--- src/rtl/rtc_pkg.sv ---
package rtc_pkg;
  localparam int unsigned AW        = 3;
  localparam int unsigned DW        = 8;
  localparam int unsigned NUM_CHAIN = 6;
  localparam int unsigned IDX_HOUR  = 2;
  localparam int unsigned IDX_DATE  = 3;
  localparam int unsigned IDX_MON   = 4;
  localparam int unsigned IDX_YEAR  = 5;

  typedef enum logic [AW-1:0] {
    A_SEC  = 3'd0,
    A_MIN  = 3'd1,
    A_HOUR = 3'd2,
    A_DAY  = 3'd3,
    A_DATE = 3'd4,
    A_MON  = 3'd5,
    A_YEAR = 3'd6,
    A_CTRL = 3'd7
  } reg_addr_e;

  // carry chain order: sec, min, hour, date, month, year
  localparam logic [DW-1:0] CHAIN_MASK  [NUM_CHAIN] = '{8'h7f, 8'h7f, 8'h3f, 8'h3f, 8'h1f, 8'hff};
  localparam logic [DW-1:0] CHAIN_FIRST [NUM_CHAIN] = '{8'h00, 8'h00, 8'h00, 8'h01, 8'h01, 8'h00};
  localparam logic [DW-1:0] CHAIN_LAST  [NUM_CHAIN] = '{8'h59, 8'h59, 8'h23, 8'h31, 8'h12, 8'h99};
  localparam logic [AW-1:0] CHAIN_ADDR  [NUM_CHAIN] = '{3'd0, 3'd1, 3'd2, 3'd4, 3'd5, 3'd6};

  localparam logic [2:0] DAY_FIRST = 3'd1;
  localparam logic [2:0] DAY_LAST  = 3'd7;

  function automatic logic [DW-1:0] bcd_inc(input logic [DW-1:0] v);
    if (v[3:0] >= 4'd9) return {v[7:4] + 4'd1, 4'd0};
    return v + 8'd1;
  endfunction

  // 10 mod 4 == 2, so only the tens parity and low units bits matter
  function automatic logic bcd_is_leap(input logic [DW-1:0] y);
    logic [1:0] r;
    r = y[1:0] + {y[4], 1'b0};
    return r == 2'b00;
  endfunction

  function automatic logic [DW-1:0] bcd_month_last(input logic [DW-1:0] m, input logic leap);
    case (m)
      8'h02:                      return leap ? 8'h29 : 8'h28;
      8'h04, 8'h06, 8'h09, 8'h11: return 8'h30;
      default:                    return 8'h31;
    endcase
  endfunction
endpackage

--- src/rtl/rtc_prescaler.sv ---
module rtc_prescaler #(
  parameter int unsigned PRESCALE = 32768
) (
  input  logic clk_i,
  input  logic rst_ni,
  input  logic tick_i,
  input  logic restart_i,
  output logic sec_stb_o
);
  localparam int unsigned CW = (PRESCALE > 1) ? $clog2(PRESCALE) : 1;
  localparam logic [CW-1:0] CNT_LAST = CW'(PRESCALE - 1);

  logic [CW-1:0] cnt_q;
  logic          at_last;

  assign at_last   = (cnt_q == CNT_LAST);
  assign sec_stb_o = tick_i && !restart_i && at_last;

  always_ff @(posedge clk_i or negedge rst_ni) begin
    if (!rst_ni)        cnt_q <= '0;
    else if (restart_i) cnt_q <= '0;
    else if (tick_i)    cnt_q <= at_last ? '0 : cnt_q + CW'(1);
  end
endmodule

--- src/rtl/rtc_bcd_field.sv ---
module rtc_bcd_field import rtc_pkg::*; #(
  parameter logic [DW-1:0] MASK  = 8'hff,
  parameter logic [DW-1:0] FIRST = 8'h00
) (
  input  logic          clk_i,
  input  logic          rst_ni,
  input  logic          wr_i,
  input  logic [DW-1:0] wr_data_i,
  input  logic          inc_i,
  input  logic [DW-1:0] last_i,
  output logic [DW-1:0] val_o,
  output logic          wrap_o
);
  // at top value or malformed BCD: next step wraps and carries
  assign wrap_o = (val_o >= last_i) || (val_o[3:0] > 4'd9);

  always_ff @(posedge clk_i or negedge rst_ni) begin
    if (!rst_ni)    val_o <= FIRST;
    else if (wr_i)  val_o <= wr_data_i & MASK;
    else if (inc_i) val_o <= wrap_o ? FIRST : bcd_inc(val_o);
  end
endmodule

--- src/rtl/rtc_bcd_core.sv ---
module rtc_bcd_core import rtc_pkg::*; #(
  parameter int unsigned PRESCALE = 32768
) (
  input  logic          clk_i,
  input  logic          rst_ni,
  input  logic          tick_i,
  input  logic          wr_en_i,
  input  logic [AW-1:0] wr_addr_i,
  input  logic [DW-1:0] wr_data_i,
  input  logic [AW-1:0] rd_addr_i,
  output logic [DW-1:0] rd_data_o
);
  logic                 time_wr;
  logic                 sec_stb;
  logic [DW-1:0]        field_q [NUM_CHAIN];
  logic [NUM_CHAIN-1:0] inc;
  logic [NUM_CHAIN-1:0] wrap;
  logic [DW-1:0]        date_last;
  logic [2:0]           day_q;
  logic                 cent_q;
  logic [DW-1:0]        ctrl_q;

  assign time_wr = wr_en_i && (wr_addr_i != A_CTRL);

  rtc_prescaler #(.PRESCALE(PRESCALE)) u_pre (
    .clk_i    (clk_i),
    .rst_ni   (rst_ni),
    .tick_i   (tick_i),
    .restart_i(time_wr),
    .sec_stb_o(sec_stb)
  );

  assign date_last = bcd_month_last(field_q[IDX_MON], bcd_is_leap(field_q[IDX_YEAR]));

  for (genvar i = 0; i < NUM_CHAIN; i++) begin : g_chain
    logic [DW-1:0] last;
    if (i == IDX_DATE) begin : g_dyn
      assign last = date_last;
    end else begin : g_fix
      assign last = CHAIN_LAST[i];
    end
    if (i == 0) begin : g_head
      assign inc[i] = sec_stb;
    end else begin : g_link
      assign inc[i] = inc[i-1] & wrap[i-1];
    end
    rtc_bcd_field #(.MASK(CHAIN_MASK[i]), .FIRST(CHAIN_FIRST[i])) u_field (
      .clk_i    (clk_i),
      .rst_ni   (rst_ni),
      .wr_i     (time_wr && (wr_addr_i == CHAIN_ADDR[i])),
      .wr_data_i(wr_data_i),
      .inc_i    (inc[i]),
      .last_i   (last),
      .val_o    (field_q[i]),
      .wrap_o   (wrap[i])
    );
  end

  // day-of-week follows every date step
  always_ff @(posedge clk_i or negedge rst_ni) begin
    if (!rst_ni)                             day_q <= DAY_FIRST;
    else if (wr_en_i && wr_addr_i == A_DAY)  day_q <= wr_data_i[2:0];
    else if (inc[IDX_DATE])                  day_q <= (day_q >= DAY_LAST) ? DAY_FIRST : day_q + 3'd1;
  end

  always_ff @(posedge clk_i or negedge rst_ni) begin
    if (!rst_ni)                               cent_q <= 1'b0;
    else if (wr_en_i && wr_addr_i == A_HOUR)   cent_q <= wr_data_i[6];
    else if (inc[IDX_YEAR] && wrap[IDX_YEAR])  cent_q <= ~cent_q;
  end

  always_ff @(posedge clk_i or negedge rst_ni) begin
    if (!rst_ni)                             ctrl_q <= '0;
    else if (wr_en_i && wr_addr_i == A_CTRL) ctrl_q <= wr_data_i;
  end

  always_comb begin
    case (rd_addr_i)
      A_SEC:   rd_data_o = field_q[0];
      A_MIN:   rd_data_o = field_q[1];
      A_HOUR:  rd_data_o = {1'b0, cent_q, field_q[IDX_HOUR][5:0]};
      A_DAY:   rd_data_o = {5'd0, day_q};
      A_DATE:  rd_data_o = field_q[IDX_DATE];
      A_MON:   rd_data_o = field_q[IDX_MON];
      A_YEAR:  rd_data_o = field_q[IDX_YEAR];
      default: rd_data_o = ctrl_q;
    endcase
  end
endmodule

--- config.mk ---
export PLATFORM = sky130hd
export DESIGN_NAME = rtc_bcd_core
export DESIGN_NICKNAME = d
export VERILOG_FILES = /design/src/rtl/rtc_pkg.sv /design/src/rtl/rtc_prescaler.sv /design/src/rtl/rtc_bcd_field.sv /design/src/rtl/rtc_bcd_core.sv
export SDC_FILE = /design/constraint.sdc
export NUM_CORES = 1
export LEC_CHECK = 0
export ABC_AREA = 1
export CAP_MARGIN = 20
export CORE_MARGIN = 2
export CORE_UTILIZATION = 40
export CTS_BUF_LIST = sky130_fd_sc_hd__clkbuf_4 sky130_fd_sc_hd__clkbuf_8
export DETAILED_ROUTE_END_ITERATION = 10
export SYNTH_ARGS = -nofsm -noshare
export SYNTH_HDL_FRONTEND = slang
export SYNTH_SLANG_ARGS = --single-unit
--- constraint.sdc ---
create_clock -name clk_i -period 3.29 [get_ports clk_i]
set_input_delay 0.329 -clock clk_i [delete_from_list [all_inputs] [get_ports clk_i]]
set_output_delay 0.329 -clock clk_i [all_outputs]
set_load 0.005 [all_outputs]
==> key figures, run 1 <==
Worst setup path
  – Critical path launch point type: primary input
  – Crit-path leading delay family: buffers and inverters
  – Crit end category: output pin
  – CP max stage delay: 0.57 ns
  – CP required: ~3.0 ns
  – Critical Setup Path Class: in2out
  – Critical Path AT: approximately 2.6 ns
  – Worst-path cell chain: clkdlybuf4s50_1, inv_1, nor3_1, inv_1, o22ai_1, a21oi_1, o211ai_1, clkdlybuf4s50_1
  – Crit path max fanout: 5
  – Slowest-stage cell, CP: clkdlybuf4s50_1
  – Buf+Inv Stages, Crit Path: 4

Route
  – Antenna viol nets, final: 0
  – Routed len/inst: between 15 and 20 um
  – Final wirelength: approximately 15000 um
  – DRC Markers: 0
  – Total iterations of the first detailed-routing run: 5
  – DRT iter0 DRCs: 425
  – Vias: around 5100
  – Via-per-instance ratio: about 5.5

Final layout
  – Finished Cell Area: about 0.0061 mm2
  – Most frequent cells in the layout: nand2_1 (129), inv_1 (109), dfrtp_1 (72)
  – Nets: 802
  – Ratio of cells with drive above 1 in the final layout: 0.09720
  – ANT cells: 0
  – Syn-to-layout area delta: 13.03%
  – Commonest non-fill, non-tap cell in the layout: nand2_1

Synth
  – Main synth FF type: dfrtp_1
  – Sequential element share of the synthesized area: 0.3478
  – Syn nets: roughly 770
  – Synth warn: 0
  – Mean Syn Cell Area: between 7 and 8 um2
  – Post-synth EDFFs: 0
  – Fraction of registers with async set/reset: 1.000
  – Area contributors post-synth: dfrtp_1 (33%), nand2_1 (9.0%), ha_1 (8.8%), inv_1 (7.6%), nand3_1 (4.7%)
  – Post-synthesis cell type count: 43
  – Cell Area, Synth: 0.005406 mm2
  – Yosys top cell area share: 0.3333
  – Post-Synthesis Cells: 709
  – Leading area contributor after synthesis: dfrtp_1
  – Register bit total from synthesis: between 70 and 80

Global route
  – Vias in the first global route: between 4000 and 5000
  – All-layer global routing usage: 0.2174
  – First-pass GRT wire length: 24390 um
  – Largest net degree at the start of global routing: between 70 and 80
  – Initial antenna violation count: 0
  – GRT overflow: 0

STA
  – Fmax achieved: roughly 0.34 GHz
  – Hold Slack: ~0.29 ns
  – Fin crit share: 0.8943
  – Final setup fails: 0
  – Clock Skews: 0.01560 ns
  – Count of final hold-check violations: 0
  – Final min period: just under 3 ns
  – Worst setup margin: between 0.3 and 0.4 ns
  – Worst-Margin Slew: 0.5923 ns
  – Slew headroom: 0.6037
  – RSZ-0062 raised after global routing: no
  – Setup TNS: 0 ns
  – Final slew viol count: 0

Clock tree
  – Clk pin slew, worst setup/hold paths: around 0.090 ns
  – Clock latency on the worst-skew pair: a little under 0.4 ns
  – Post_cts resized: 0
  – Total clock sinks: 75
  – CTS tree: built
  – Clock H-tree levels: 3
  – Clock root cell: clkbuf_8
  – Clock buffer count from CTS: 9
  – Clock Path Buffers: 2

Floorplanning
  – Die Span X: approximately 120 um
  – IO Pins: 26
  – Core Rows: 42
  – DIE HEIGHT: about 120 um
  – Initial Utilization: 0.4083
  – Die area: ~0.014 mm2
  – Placeable Area: around 0.013 mm2

Pwr
  – Leak Pwr: roughly 2.9 nW
  – Power Total: 3.962 mW
  – Power Density: ~650 mW/mm2
  – Worst vdd ir: 0.3118 mV

Min path
  – HP Class: in2async

Job
  – Max-cap violation count: 0

Status
  – Outcome: completed

Placed design
  – GP Congestion: about 0.9
  – Post-place setup slack: 0.4271 ns
  – DP Wirelength: around 11000 um
  – Placed Area: between 0.005 and 0.006 mm2
  – PortBufs: 25
[cell families after synthesis]
kind of cell / share of synthesized area
xor+xnor: 0.02916
fa+ha+maj: 0.08794
simple gates: 0.2701
compound gates: 0.1743
flops: 0.3478
buf+inv: 0.09072
[what timing repair did]
action                                 in CTS  in global routing
endpoints found under the hold margin       0                  5
setup buffers                               0                  0
hold buffers                                0                  1
[synth_stat cells (all sizes together), types with 2 or more instances]
library cell  count
nand2           145
inv             120
dfrtp            72
nand3            60
nor2             59
o21ai            50
ha               38
a21oi            32
o22ai            24
nand4            17
o221ai           15
nor3             13
o211ai           11
xor2             11
a31oi             8
xnor2             7
o31ai             5
a221oi            3
clkbuf            3
dfstp             3
buf               2
nor3b             2
[where the power goes]
group / switching [mW] / internal [mW] / total (mW)
clock network: 0.419 / 0.365 / 0.784
registers: 0.281 / 1.16 / 1.44
logic: 1.10 / 0.636 / 1.74
total: 1.80 / 2.16 / 3.96
[worst reg2reg max path: cells and delay by family (launching register included)]
kind	cells	cell delay (ns)
AOI/OAI and AO/OA	3	0.36
DFF	1	0.61
and+or+nand+nor	9	1.26
adders and majority gates	2	0.48
buffers and inverters	1	0.10
[final timing paths]
check | startpoint | endpoint | slack [ns] | cells after the start
min in group clk_i | g_chain[2].u_field.val_o[6]$_DFFE_PN0P_ | g_chain[2].u_field.val_o[6]$_DFFE_PN0P_ | 0.50 | 2
worst min register to register | g_chain[2].u_field.val_o[6]$_DFFE_PN0P_ | g_chain[2].u_field.val_o[6]$_DFFE_PN0P_ | 0.50 | 2
worst max-delay path | rd_addr_i[2] | rd_data_o[4] | 0.35 | 8
worst max register to register | g_chain[4].u_field.val_o[0]$_DFFE_PN1P_ | g_chain[5].u_field.val_o[1]$_DFFE_PN0P_ | 0.37 | 15
max in group asynchronous | rst_ni | g_chain[4].u_field.val_o[0]$_DFFE_PN1P_ | 2.43 | 3
worst min-delay path | rst_ni | u_pre.cnt_q[10]$_DFFE_PN0P_ | 0.29 | 2
[final cells by class]
class / instances / area (um2)
Timing Repair Buffer: 31 / 315.3
Clock inverter: 7 / 81.33
Inverter: 121 / 454.2
Sequential cell: 75 / 1881
Clock buffer: 9 / 123.9
Tap cell: 176 / 220.2
Fill cell: 1353 / 7132
Multi-Input combinational cell: 508 / 3035
[sequential cells by signal, summed over array words and instances, names as in the netlist]
register and count:
u_pre.cnt_q 15, ctrl_q 8, cent_q 1, g_chain.u_field.val_o 48, day_q 3
[stage by stage]
step / util / cells
after floorplan: - / 709
after global placement: 0.4431 / 909
after detailed placement: 0.4431 / 909
after CTS: 0.4586 / 925
after global routing: 0.4615 / 927
final: 0.4615 / 927
[routing by layer]
layer | routed length (um) | share of wire | global-route usage | vias to the layer above
li1 | - | - | - | 2472
met1 | 6993 | 0.47 | 0.2993 | 2390
met2 | 6794 | 0.45 | 0.3388 | 168
met3 | 808 | 0.054 | 0.03821 | 28
met4 | 394 | 0.026 | 0.08866 | 0
met5 | 0 | 0 | 0 | -
(Power assumes the default switching activity.)
==> inputs of run 2 (changes only) <==
Settings changed: CORE_UTILIZATION 40 to 63, HOLD_SLACK_MARGIN from default to 0.03, PLACE_DENSITY from default to 0.83.
==> run 2 against run 1 <==
Final cell count decreased by 7.8%. Clock skew about the same. Non-clock buffer count decreased by 1. Critical path depth increased by 7. Setup slack got worse by 0.098 ns. Sequential power about the same. Die area decreased by 35%. Sequential cell count unchanged. Hold slack improved by 0.016 ns. First-iteration DRC count increased by 0.24%. Critical path type is now reg2reg. Critical endpoint is now g_chain[5].u_field.val_o[0]$_DFFE_PN0P_. Highest routed layer unchanged.
==> key figures, run 2 (same netlist as run 1, synthesis figures left out) <==
Worst setup path
  – Critical path launch point type: register
  – Crit path max fanout: 12 (+7)
  – RR Startpoint: g_chain[4].u_field.val_o[0]$_DFFE_PN1P_
  – Worst r2r path cells: 15 (unchanged)
  – Reg2Reg Capture Point: g_chain[5].u_field.val_o[0]$_DFFE_PN0P_
  – Reg2Reg Setup Slack: 0.25 ns (-0.12 ns)
  – Critical Setup Path Class: reg2reg
  – Crit end category: register
  – CP required: 3.54 ns (+0.58 ns)
  – Critical Path AT: 3.29 ns (+0.68 ns)

Route
  – Final wirelength: 14390 um (-4.0%)
  – Total iterations of the first detailed-routing run: 8 (+3)
  – DRC Markers: 0 (unchanged)
  – DRT iter0 DRCs: 426 (+0.24%)
  – Antenna viol nets, final: 0 (unchanged)
  – Vias: 5261 (+4.0%)
  – Routed len/inst: 16.83 um (+4.1%)
  – Via-per-instance ratio: 6.153 (+13%)

Final layout
  – Ratio of cells with drive above 1 in the final layout: 0.09600 (-0.001204)
  – Syn-to-layout area delta: 10.88%
  – Max FFs per register: 48 (unchanged)
  – Non-Filler Instances: 855 (-7.8%)
  – Most frequent cells in the layout: nand2_1 (129), inv_1 (109), dfrtp_1 (72)
  – Top flop regs: g_chain.u_field.val_o: 48 flops, u_pre.cnt_q: 15 flops, ctrl_q: 8 flops
  – Finished Cell Area: 0.005995 mm2 (-1.9%)
  – Nets: 801 (-0.12%)
  – Biggest register: g_chain.u_field.val_o
  – Commonest non-fill, non-tap cell in the layout: nand2_1
  – ANT cells: 0 (unchanged)

Pwr
  – Switch share: 0.4646 (+0.009155)
  – Reg power frac: 0.371 (+0.008)
  – NetSw: 1.805 mW (about the same)
  – Power Density: 647.9 mW/mm2 (about the same)
  – Clock power frac: 0.179 (-0.019)
  – Leak Pwr: 2.889 nW (-0.62%)
  – Comb pwr share: 0.450 (+0.011)
  – Worst vdd ir: 0.3503 mV (+12%)
  – Design internal power: 2.079 mW (-3.6%)

Global route
  – Initial antenna violation count: 0 (unchanged)
  – All-layer global routing usage: 0.3116 (+0.09425)
  – Largest net degree at the start of global routing: 76 (unchanged)
  – First-pass GRT wire length: 23600 um (-3.3%)
  – Vias in the first global route: 4906 (+3.1%)
  – GRT overflow: 0 (unchanged)

Floorplanning
  – Core Rows: 33 (-21%)
  – Die Span X: 96.64 um (-20%)
  – Initial Utilization: 0.6547 (+0.2464)
  – Placeable Area: 0.008258 mm2 (-38%)
  – DIE HEIGHT: 96.64 um (-20%)
  – IO Pins: 26 (unchanged)
  – Die area: 0.009338 mm2 (-35%)

Clock tree
  – Clock Path Buffers: 2 (unchanged)
  – Clk pin slew, worst setup/hold paths: 0.10 ns (about the same)
  – Post_cts resized: 0 (unchanged)
  – Clock buffer count from CTS: 9 (unchanged)
  – CTS tree: built
  – Clock H-tree levels: 3 (unchanged)
  – Total clock sinks: 75 (unchanged)
  – Clock root cell: clkbuf_8
  – Clock latency on the worst-skew pair: 0.38 ns (about the same)

STA
  – Count of final hold-check violations: 0 (unchanged)
  – Hold Slack: 0.3010 ns (+0.01588 ns)
  – Fin crit share: 0.9242 (+0.02990)
  – RSZ-0062 raised after global routing: no
  – Slew headroom: 0.6032 (about the same)
  – Setup TNS: 0 ns (unchanged)
  – Clock Skews: 0.01607 ns (+0.0004662 ns)
  – Final setup fails: 0 (unchanged)
  – Worst setup margin: 0.2493 ns (-0.09838 ns)
  – Final slew viol count: 0 (unchanged)
  – Fmax achieved: 0.3289 GHz (-3.2%)
  – Worst-Margin Slew: 0.5951 ns (+0.002830 ns)
  – Final min period: 3.041 ns (+0.09838 ns)

Placed design
  – Placed Area: 0.005772 mm2 (-1.6%)
  – GP Congestion: 1.024 (+13%)
  – DP Wirelength: 10690 um (-5.4%)
  – PortBufs: 25 (unchanged)
  – Dpl cells: 837 (-7.9%)
  – Post-place setup slack: 0.4011 ns (-0.02602 ns)

Min path
  – HP Class: in2async

Job
  – Max-cap violation count: 0 (unchanged)

Status
  – Outcome: completed
-- run 2: changes by cell type in the layout (fill, tap and decap cells not counted) --
cell / delta
clkinvlp_4: +1
buf_4: -1
bufinv_16: -1
inv_8: +1
clkinv_4: +2
inv_6: -3
-- run 2: metrics by stage --
stage          total power [mW]    util
4_1_cts                   3.826  0.7214
5_1_grt                   4.177  0.7259
3_5_place_dp              3.124  0.6989
3_3_place_gp              3.043  0.6989
6_report                  3.884  0.7259
2_1_floorplan             2.614       -
-- run 2: worst max-delay path, stage by stage (launching register included) --
cell,delay [ns]
dfstp_2,0.62
inv_1,0.10
ha_1,0.25
o211ai_1,0.21
nand2_1,0.07
nand2_1,0.06
o21ai_0,0.11
nor2_1,0.15
ha_1,0.24
and3_1,0.20
nand2_1,0.07
nand4_2,0.26
nand3_2,0.25
nand2_4,0.15
nand2_1,0.09
o21ai_1,0.07
-- run 2: power by group through the flow --
stage          registers [mW]  logic [mW]  clock network, mW
5_1_grt                  1.47        1.97              0.731
6_report                 1.44        1.75              0.696
2_1_floorplan            1.36        1.25                  0
4_1_cts                  1.43        1.70              0.700
3_3_place_gp             1.43        1.61                  0
3_5_place_dp             1.44        1.68                  0
-- run 2: final cells by class --
type | instances | area [um2]
Clock inverter | 7 | 61.31
Inverter | 121 | 454.2
Multi-Input combinational cell | 508 | 3035
Timing Repair Buffer | 30 | 307.8
Tap cell | 105 | 131.4
Sequential cell | 75 | 1881
Clock buffer | 9 | 123.9
Fill cell | 669 | 2263
-- run 2: how the worst max path moves through the flow --
stage / startpoint / endpoint / slack [ns] / cells past startpoint
final: g_chain[4].u_field.val_o[0]$_DFFE_PN1P_ / g_chain[5].u_field.val_o[0]$_DFFE_PN0P_ / 0.25 / 15
after global routing: rd_addr_i[2] / rd_data_o[6] / 0.12 / 8
after CTS: g_chain[4].u_field.val_o[0]$_DFFE_PN1P_ / g_chain[5].u_field.val_o[0]$_DFFE_PN0P_ / 0.35 / 15
after detailed placement: rd_addr_i[2] / rd_data_o[4] / 0.40 / 8
after global placement: rd_addr_i[2] / rd_data_o[4] / 0.46 / 8
after floorplan: g_chain[4].u_field.val_o[0]$_DFFE_PN1P_ / g_chain[5].u_field.val_o[5]$_DFFE_PN0P_ / 0.75 / 16
-- run 2: metal layers --
metal,global-route usage,share of wire
met5,0,0
met3,0.06358,0.092
met4,0.1343,0.037
met1,0.4284,0.42
met2,0.4797,0.45
-- run 2: repair_timing --
item | in CTS | in global routing
hold buffers | 0 | 1
endpoints found under the setup margin | 0 | 0
endpoints found under the hold margin | 0 | 6
buffers inserted | 0 | 0
